### config.mk
export PLATFORM = sky130hd
export DESIGN_NAME = spi_burst_master
export DESIGN_NICKNAME = d
export VERILOG_FILES = /design/src/rtl/spi_burst_master.sv
export SDC_FILE = /design/constraint.sdc
export NUM_CORES = 2
export LEC_CHECK = 0
export ABC_CLOCK_PERIOD_IN_PS = 5530
export BUFFER_PORTS_ARGS = -buffer_cell sky130_fd_sc_hd__buf_2
export CAP_MARGIN = 20
export CELL_PAD_IN_SITES_DETAIL_PLACEMENT = 0
export CELL_PAD_IN_SITES_GLOBAL_PLACEMENT = 1
export CORE_ASPECT_RATIO = 0.6
export CORE_UTILIZATION = 35
export DETAILED_ROUTE_END_ITERATION = 8
export PLACE_DENSITY_LB_ADDON = 0.1
export SKIP_CTS_REPAIR_TIMING = 1
export SLEW_MARGIN = 20
export SYNTH_ARGS = -nofsm -noshare
export SYNTH_HDL_FRONTEND = slang
export SYNTH_SLANG_ARGS = --single-unit
### constraint.sdc
create_clock -name clk -period 5.53 [get_ports clk]
set_input_delay 0 -clock clk [delete_from_list [all_inputs] [get_ports clk]]
set_output_delay 0 -clock clk [all_outputs]
set_load 0.02 [all_outputs]
### src/rtl/spi_burst_master.sv
module spi_burst_master #(
  parameter int TX_DEPTH = 64,
  parameter int RX_DEPTH = 64,
  parameter int LEN_W    = 12,
  parameter int HALF_DIV = 2
) (
  input  logic        clk,
  input  logic        rst_n,
  input  logic        bus_wr,
  input  logic        bus_rd,
  input  logic [1:0]  bus_addr,
  input  logic [31:0] bus_wdata,
  output logic [31:0] bus_rdata,
  output logic        sclk,
  output logic        mosi,
  input  logic        miso,
  output logic        cs_n
);
  localparam int TXA   = $clog2(TX_DEPTH);
  localparam int RXA   = $clog2(RX_DEPTH);
  localparam int REM_W = LEN_W + 1;
  localparam int DW    = (HALF_DIV > 1) ? $clog2(HALF_DIV) : 1;

  logic [31:0]      tx_mem [TX_DEPTH];
  logic [TXA-1:0]   tx_rp, tx_wp;
  logic [TXA:0]     tx_cnt;
  logic [31:0]      rx_mem [RX_DEPTH];
  logic [RXA-1:0]   rx_rp, rx_wp;
  logic [RXA:0]     rx_cnt;

  logic             xch, tc;
  logic [LEN_W-1:0] len_m1;
  logic [REM_W-1:0] remaining;
  logic [31:0]      sr, rx_sr;
  logic [5:0]       bit_cnt;
  logic [DW-1:0]    div;

  wire ctrl_wr   = bus_wr && bus_addr == 2'd1;
  wire stat_wr   = bus_wr && bus_addr == 2'd2;
  wire xch_rise  = ctrl_wr && bus_wdata[0] && !xch;
  wire idle_sr   = bit_cnt == 6'd0;
  wire tx_empty  = tx_cnt == '0;
  wire tx_push   = bus_wr && bus_addr == 2'd0 && tx_cnt != (TXA+1)'(TX_DEPTH);
  wire tx_pop    = xch && idle_sr && remaining != '0 && !tx_empty;
  wire new_burst = xch && idle_sr && remaining == '0 && !tx_empty;
  wire run_dry   = xch && idle_sr && tx_empty;
  wire tick      = div == DW'(HALF_DIV - 1);
  wire last_fall = !idle_sr && tick && sclk && bit_cnt == 6'd1;
  wire rx_push   = last_fall && rx_cnt != (RXA+1)'(RX_DEPTH);
  wire rx_pop    = bus_rd && bus_addr == 2'd0 && rx_cnt != '0;
  wire [5:0] take = (remaining >= REM_W'(32)) ? 6'd32 : remaining[5:0];

  assign mosi = sr[31];
  assign cs_n = !(remaining != '0 || !idle_sr);

  always_ff @(posedge clk or negedge rst_n) begin
    if (!rst_n) begin
      tx_rp <= '0; tx_wp <= '0; tx_cnt <= '0;
    end else begin
      if (tx_push) begin
        tx_mem[tx_wp] <= bus_wdata;
        tx_wp <= (tx_wp == TXA'(TX_DEPTH - 1)) ? '0 : tx_wp + 1'b1;
      end
      if (tx_pop) tx_rp <= (tx_rp == TXA'(TX_DEPTH - 1)) ? '0 : tx_rp + 1'b1;
      if (tx_push && !tx_pop) tx_cnt <= tx_cnt + 1'b1;
      else if (!tx_push && tx_pop) tx_cnt <= tx_cnt - 1'b1;
    end
  end

  always_ff @(posedge clk or negedge rst_n) begin
    if (!rst_n) begin
      rx_rp <= '0; rx_wp <= '0; rx_cnt <= '0;
    end else begin
      if (rx_push) begin
        rx_mem[rx_wp] <= rx_sr;
        rx_wp <= (rx_wp == RXA'(RX_DEPTH - 1)) ? '0 : rx_wp + 1'b1;
      end
      if (rx_pop) rx_rp <= (rx_rp == RXA'(RX_DEPTH - 1)) ? '0 : rx_rp + 1'b1;
      if (rx_push && !rx_pop) rx_cnt <= rx_cnt + 1'b1;
      else if (!rx_push && rx_pop) rx_cnt <= rx_cnt - 1'b1;
    end
  end

  always_ff @(posedge clk or negedge rst_n) begin
    if (!rst_n) begin
      xch <= 1'b0; tc <= 1'b0; len_m1 <= '0; remaining <= '0;
      sr <= '0; rx_sr <= '0; bit_cnt <= '0; div <= '0; sclk <= 1'b0;
    end else begin
      if (stat_wr && bus_wdata[0]) tc <= 1'b0;
      if (ctrl_wr) begin
        len_m1 <= bus_wdata[16 +: LEN_W];
        xch    <= bus_wdata[0];
      end
      if (xch_rise && remaining == '0 && idle_sr)
        remaining <= {1'b0, bus_wdata[16 +: LEN_W]} + REM_W'(1);
      if (run_dry) begin
        xch <= 1'b0;
        tc  <= 1'b1;
      end
      if (new_burst) remaining <= {1'b0, len_m1} + REM_W'(1);
      if (tx_pop) begin
        sr        <= tx_mem[tx_rp] << (6'd32 - take);
        bit_cnt   <= take;
        remaining <= remaining - REM_W'(take);
        div       <= '0;
        sclk      <= 1'b0;
        rx_sr     <= '0;
      end else if (!idle_sr) begin
        div <= tick ? '0 : div + 1'b1;
        if (tick) begin
          if (!sclk) begin
            sclk  <= 1'b1;
            rx_sr <= {rx_sr[30:0], miso};
          end else begin
            sclk    <= 1'b0;
            sr      <= sr << 1;
            bit_cnt <= bit_cnt - 1'b1;
            if (bit_cnt == 6'd1 && remaining == '0) tc <= 1'b1;
          end
        end
      end
    end
  end

  always_comb begin
    case (bus_addr)
      2'd0:    bus_rdata = (rx_cnt != '0) ? rx_mem[rx_rp] : 32'd0;
      2'd1:    bus_rdata = (32'(len_m1) << 16) | 32'(xch);
      2'd2:    bus_rdata = {29'd0, !cs_n, rx_cnt != '0, tc};
      default: bus_rdata = 32'd0;
    endcase
  end

  assert_mosi_stable_R1: assert property (@(posedge clk) disable iff (!rst_n)
    (sclk && $past(sclk)) |-> $stable(mosi));

  assert_sclk_in_cs_R3: assert property (@(posedge clk) disable iff (!rst_n)
    sclk |-> !cs_n);

  assert_selfclear_dry_R4: assert property (@(posedge clk) disable iff (!rst_n)
    ($fell(xch) && !$past(ctrl_wr)) |-> ($past(tx_cnt) == '0 && $past(bit_cnt) == 6'd0));

  assert_resume_keeps_count_R6: assert property (@(posedge clk) disable iff (!rst_n)
    ($past(xch_rise) && $past(remaining) != '0) |-> remaining == $past(remaining));

  assert_done_source_R7: assert property (@(posedge clk) disable iff (!rst_n)
    $rose(tc) |-> ($past(bit_cnt) == 6'd1 || $past(tx_cnt) == '0));

  always_ff @(posedge clk) begin
    if (rst_n) assert_word_size_R2: assert (bit_cnt <= 6'd32);
  end
endmodule

# ---- Yosys cells after proc, flatten, opt, wreduce, memory -nomap -nowiden
# Memories as Yosys holds them, arrays and structs flattened.
# Cells that the tools add are included.
# W data, S select, Z words.
dict set report totals {
  wordCells 143
  mem_bits_rw 4096
  register_bits 137
  n_memories 2
  inputBits 39
  output_inout_bits 35
}
dict set report classes {
  eq_ne 11
  add_sub_neg 14
  n_lt_le_gt_ge 1
  n_reduce_logical 52
  n_mux 46
  n_shift 1
  bitwise_logic 1
}
# memory depth word_bits read_ports rd_ports_with_merged_regs wr line
set mem_list {}
lappend mem_list {rx_mem 64 32 1 0 1 27} ;# logic [31:0] rx_mem [RX_DEPTH];
lappend mem_list {tx_mem 64 32 1 0 1 24} ;# logic [31:0] tx_mem [TX_DEPTH];
# cell count
set op_table {}
lappend op_table {{$mux W32} 9}
lappend op_table {{$pmux W32 S3} 1}
lappend op_table {{$mux W6} 9}
lappend op_table {{$mux W13} 3}
lappend op_table {{$shl A32 B6 Y32} 1}
lappend op_table {{$logic_and A1 B1 Y1} 28}
lappend op_table {{$mux W7} 4}
lappend op_table {{$or A28 B1 Y28} 1}
lappend op_table {{$add A12 B1 Y13 const B} 2}
lappend op_table {{$add A6 B1 Y6 const B} 4}
lappend op_table {{$eq A6 B6 Y1 const B} 4}
lappend op_table {{$mux W1} 20}
lappend op_table {{$add A7 B1 Y7 const B} 2}
lappend op_table {{$ne A7 B7 Y1 const B} 2}
lappend op_table {{$sub A7 B1 Y7 const B} 2}
lappend op_table {{$ge A13 B6 Y1 const B} 1}
lappend op_table {{$logic_not A13 Y1} 1}
lappend op_table {{$reduce_bool A13 Y1} 1}
lappend op_table {{$sub A13 B6 Y13} 1}
lappend op_table {{$reduce_bool A2 Y1} 5}
lappend op_table {{$logic_not A1 Y1} 8}
lappend op_table {{$logic_not A7 Y1} 1}
lappend op_table {{$reduce_bool A7 Y1} 1}
lappend op_table {{$eq A6 B1 Y1 const B} 1}
lappend op_table {{12 further kinds} 14}

# ---- Longest topological paths before layout
dict set report depth {
  word_depth 10
  depth_mapped 19
  mapped_depth_nobuf 16
}

# ---- Worst setup path before layout
# Ideal clock, no wire load.
dict set report synth_timing {
  path_type {flip-flop to flip-flop}
  from {register bit_cnt[0]}
  to {memory rx_mem[63][0] (enable)}
  synth_period_minus_slack_ns 4.926
  stages_incl_launch_ff 10
  slack_ns 0.604
  n_path_buf 1
  setup_ns 0.468
  t_required_ns 5.062
  arrival_time_ns 4.458
  path_cell_list {dfrtp_1 inv_1 ha_1 nand3_1 and3_1 clkbuf_1 nand4_1 a41oi_1 nand2_1 nor3b_1}
}
dict set report synth_via {
  elab_chain_cells 9
  elab_cells_between_ends 10
  classes_between {eq/ne (1); mux (2); reduce/logical (7)}
}
# item line
set synth_lines {}
lappend synth_lines {{start, declared} 35} ;# logic [5:0] bit_cnt;
lappend synth_lines {{start signal, assigned} 103} ;# bit_cnt <= take;
lappend synth_lines {{start signal, assigned} 117} ;# bit_cnt <= bit_cnt - 1'b1;
lappend synth_lines {{$logic_not A6 Y1} 41} ;# wire idle_sr = bit_cnt == 6'd0;
lappend synth_lines {{$logic_not A1 Y1} --}
lappend synth_lines {{$logic_and A1 B1 Y1 (2 in a row)} 48} ;# wire last_fall = !idle_sr && tick && sclk && bit_cnt == 6'd1;
lappend synth_lines {{$logic_and A1 B1 Y1 (*)} 48}
lappend synth_lines {{$logic_and A1 B1 Y1 (*)} 49} ;# wire rx_push = last_fall && rx_cnt != (RXA+1)'(RX_DEPTH);
lappend synth_lines {{via rx_push} 49}
lappend synth_lines {{$mux W1 (*)} 74} ;# if (rx_push) begin
lappend synth_lines {{$logic_and A1 B1 Y1 (implied by the code) (*)} 75} ;# rx_mem[rx_wp] <= rx_sr;
lappend synth_lines {{$mux W1 (implied by the code) (*)} 75}
lappend synth_lines {{end, declared} 27}
# Mark *: on every way through the listed nets, which the timed path passes. The rest lies on a longest branch.

# ---- Worst setup path after layout
dict set report layout_timing {
  from {register tx_rp[0]}
  to {register sr[15]}
}
dict set report layout_via {
  elab_chain_cells 3
}
# item line
set layout_lines {}
lappend layout_lines {{start, declared} 25} ;# logic [TXA-1:0] tx_rp, tx_wp;
lappend layout_lines {{start signal, assigned} 64} ;# if (tx_pop) tx_rp <= (tx_rp == TXA'(TX_DEPTH - 1)) ? '0 : tx_rp + 1'b1;
lappend layout_lines {{$mem_v2 Z64 W32} --}
lappend layout_lines {{$shl A32 B6 Y32} 102} ;# sr <= tx_mem[tx_rp] << (6'd32 - take);
lappend layout_lines {{$mux W32} 101} ;# if (tx_pop) begin
lappend layout_lines {{end signal, assigned} 102}
lappend layout_lines {{end signal, assigned} 116} ;# sr <= sr << 1;
lappend layout_lines {{end, declared} 34} ;# logic [31:0] sr, rx_sr;
# Every way passes these cells.
# A chain may end at the register's enable or synchronous reset.

==> out/qor.txt <==
Via Count: 88382
GR Overflow Total: 0
Tmin final: 5320 ps
Place WS: 320 ps
Crit Path Class: flip-flop to flip-flop
# setup viols final: 0
DR iter-0 viols: 13433
YS warnings: 0
DP HPWL: 375000 um
period utilization: 96.3%
Yosys cell types: 85
clk_skew: 56.5 ps
Cells after Synth: 7846
Site Rows: 195
worst skew pair latency: 1060 ps
FF+latch count, synth: 4233
setup TNS: 0 ps
Slew @ Worst Pin: 1180 ps
WP data arrival: 6290 ps
DRC viols: 0
Hold Path Class: input pin to flip-flop
Area Overhead vs Synth: 15.8%
drt pass-1 iters: 6
Die X: 892 um
clk root buf: clkbuf_16
fmax: 188 MHz
Final Hold Vio Count: 0
CTS H-Tree Depth: 5
# port buffers: 73
xor and xnor area share after synthesis: 0.216%
Top Ports: 74
DR WL/cell: 39.0 um
Reg clk slew, reported paths: 70 ps
Synth Flop Type: edfxtp_1
vias per cell: 5.82
Tot GR Track Use: 24.2%
main combinational cell family by area after synthesis: multiplexers
Final Instance Count excl. Fillers: 15174
Placed Area: 0.179 sq mm
Slew Limit Fails: 0
Compound-Gate Fraction of Synth Area: 2.83%
most frequent cells after synthesis: edfxtp_1, mux4_2, nand2_1
Core Region: 0.472 sq mm
slowest cell on the critical path: dfrtp_4
worst rel slew slack: 21.5%
CTS sink count: 4233
mux cell area share after synthesis: 16.7%
Slowest Stage Delay on Critical Path: 1090 ps
leading post-synthesis cells by cell area: edfxtp_1, mux4_2, dfrtp_1
maximum VDD drop: 270 uV
max_cap viols: 0
die area: 0.478 sq mm
worst setup margin: 207 ps
layout cells sized above 1: 29.9%
CP Launch Type: flip-flop
Largest delay share family, worst path: compound AO/OA/AOI/OAI gates
CTS Buf Count: 413
dominant cell type by area after synthesis: edfxtp_1
Inst Count DP: 14352
Die Height: 536 um
pwr dens: 463 mW/mm^2
status: complete, no violations
sequential area share after synthesis: 76.0%
critical path fanouts, max: 38
Net Count, Synth: 7909
RSZ-0062 raised after global routing: false
vias in the first global route: 86139
adder-cell share of the synthesized area: 0.189%
Post-synth EDFFs: 4096
CTS tree: done
count leader, synth: edfxtp_1
Starting Density: 35.3%
leakage: 60.0 nW
asr flop ratio synth: 3.24%
Buffers & Inverters on Critical Path: 3
FILL cells: 41568
buffer depth of the longest clock path: 4
Synth Cell Area: 0.166 sq mm
CP Data Required Time: 6490 ps
DRT antenna net count: 0
first-pass GRT wire length: 787000 um
simple logic cell fraction of the synthesized area: 2.70%
final WL: 592000 um
initial antenna violation count: 88
Syn Area/Cell: 21.2 sq um
routability cong.: 0.942
Total Nets Final: 8573
crit path capture type: flip-flop
worst-path cell chain: buf_12 > buf_4 > nor2_1 > a22oi_1 > o211ai_1 > a221oi_1 > a32o_1 > a21oi_1 > a221oi_1 > buf_4 > mux2i_1 > o22ai_1
largest net degree at the start of global routing: 85
Synth top area share: 73.9%
Post-Layout Inst Area: 0.193 sq mm
## final cells by class
type	count	area (sq um)	share of cell area, %
Antenna cell	25	62.6	0.0325
Clock buffer	521	10900	5.65
Clock inverter	229	2160	1.12
Inverter	26	97.6	0.0506
Multi-Input combinational cell	3139	38900	20.2
Sequential cell	4233	127000	65.6
Tap cell	6304	7890	4.09
Timing Repair Buffer	697	6270	3.25
## worst register-to-register path: cells and delay by family, from the launching register on
| family | cells | cell delay (ps) |
|---|---|---|
| AOI/OAI and AO/OA | 7 | 2940 |
| buffers and inverters | 3 | 1010 |
| DFF | 1 | 1090 |
| muxes | 1 | 110 |
| and+or+nand+nor | 1 | 120 |
## through the flow
| step | hold WS [ps] | util, % | total power (W) |
|---|---|---|---|
| 2_1_floorplan | -296 | - | 0.0510 |
| 5_1_grt | 6.85 | 40.8 | 0.0923 |
| 3_3_place_gp | -111 | 37.9 | 0.0617 |
| 3_5_place_dp | -110 | 38.0 | 0.0617 |
| 6_report | 48.9 | 40.9 | 0.0893 |
| 4_1_cts | -1250 | 40.7 | 0.0898 |
## state kept, by name, summed over array words and instances (netlist names)
signal     cells
rx_mem      2048
tx_mem      2048
rx_sr         32
sr            32
remaining     13
len_m1        12
rx_cnt         7
tx_cnt         7
bit_cnt        6
rx_rp          6
rx_wp          6
tx_rp          6
tx_wp          6
div            1
sclk           1
tc             1
xch            1
## cells by family (layout without fill, tap and decap cells)
kind of cell               count (synthesis)  in the layout
xor gates and xnor gates                  41             41
AOI/OAI and AO/OA                        702            702
other                                      2             27
and+or+nand+nor                          976            976
buffers and inverters                    474           1473
adders and majority gates                 24             24
DFF                                     4233           4233
muxes                                   1394           1394
## power breakdown
part	switching, W	internal, W
Sequential	0.00129	0.0365
Combinational	0.0144	0.00901
Clock	0.0127	0.0154
## cells in the final DEF (no fill, tap or decap), types with 18 or more instances in the layout
master,count
clkbuf_16,418
edfxtp_1,4096
o211ai_1,21
mux2i_1,206
nor3_1,24
nor2b_1,40
ha_1,22
nor2_4,127
dfrtp_2,29
nor2_1,153
mux4_2,1102
o22ai_1,121
nand3_1,91
and3_1,20
or3_1,18
mux2_2,86
and2_1,19
nand3b_1,18
clkinv_2,59
nand4_1,26
a31oi_1,31
clkbuf_1,98
diode_2,25
nand2_1,346
buf_2,67
a211oi_1,37
a22oi_1,71
dfrtp_1,93
bufinv_16,31
a21oi_1,133
buf_4,497
xnor2_1,26
o21ai_0,91
dlygate4sd3_1,46
inv_1,18
buf_12,83
clkinv_1,93
## path summary, 6_finish.rpt
| path | start | slack, ps | cells past startpoint | endpoint |
|---|---|---|---|---|
| setup reg to reg | tx_rp[0] | 210 | 12 | sr[15] |
| min in group asynchronous | rst_n | 80 | 3 | sr[5] |
| max in group asynchronous | rst_n | 4080 | 4 | tx_rp[1] |
| setup / recovery | tx_rp[0] | 210 | 12 | sr[15] |
| hold reg to reg | rx_cnt[6] | 490 | 1 | rx_cnt[6] |
| hold / removal | bus_wdata[25] | 50 | 2 | tx_mem[11][25] |
## layer usage
metal	part of all wire (%)	GRT usage, %	up-vias
met5	0.0064	0	-
met4	1.5	3.51	6
met3	11	7.10	556
met2	39	31.6	4106
met1	49	40.1	49303
li1	-	-	34411
Note: power is estimated with default switching activity, not from simulation.
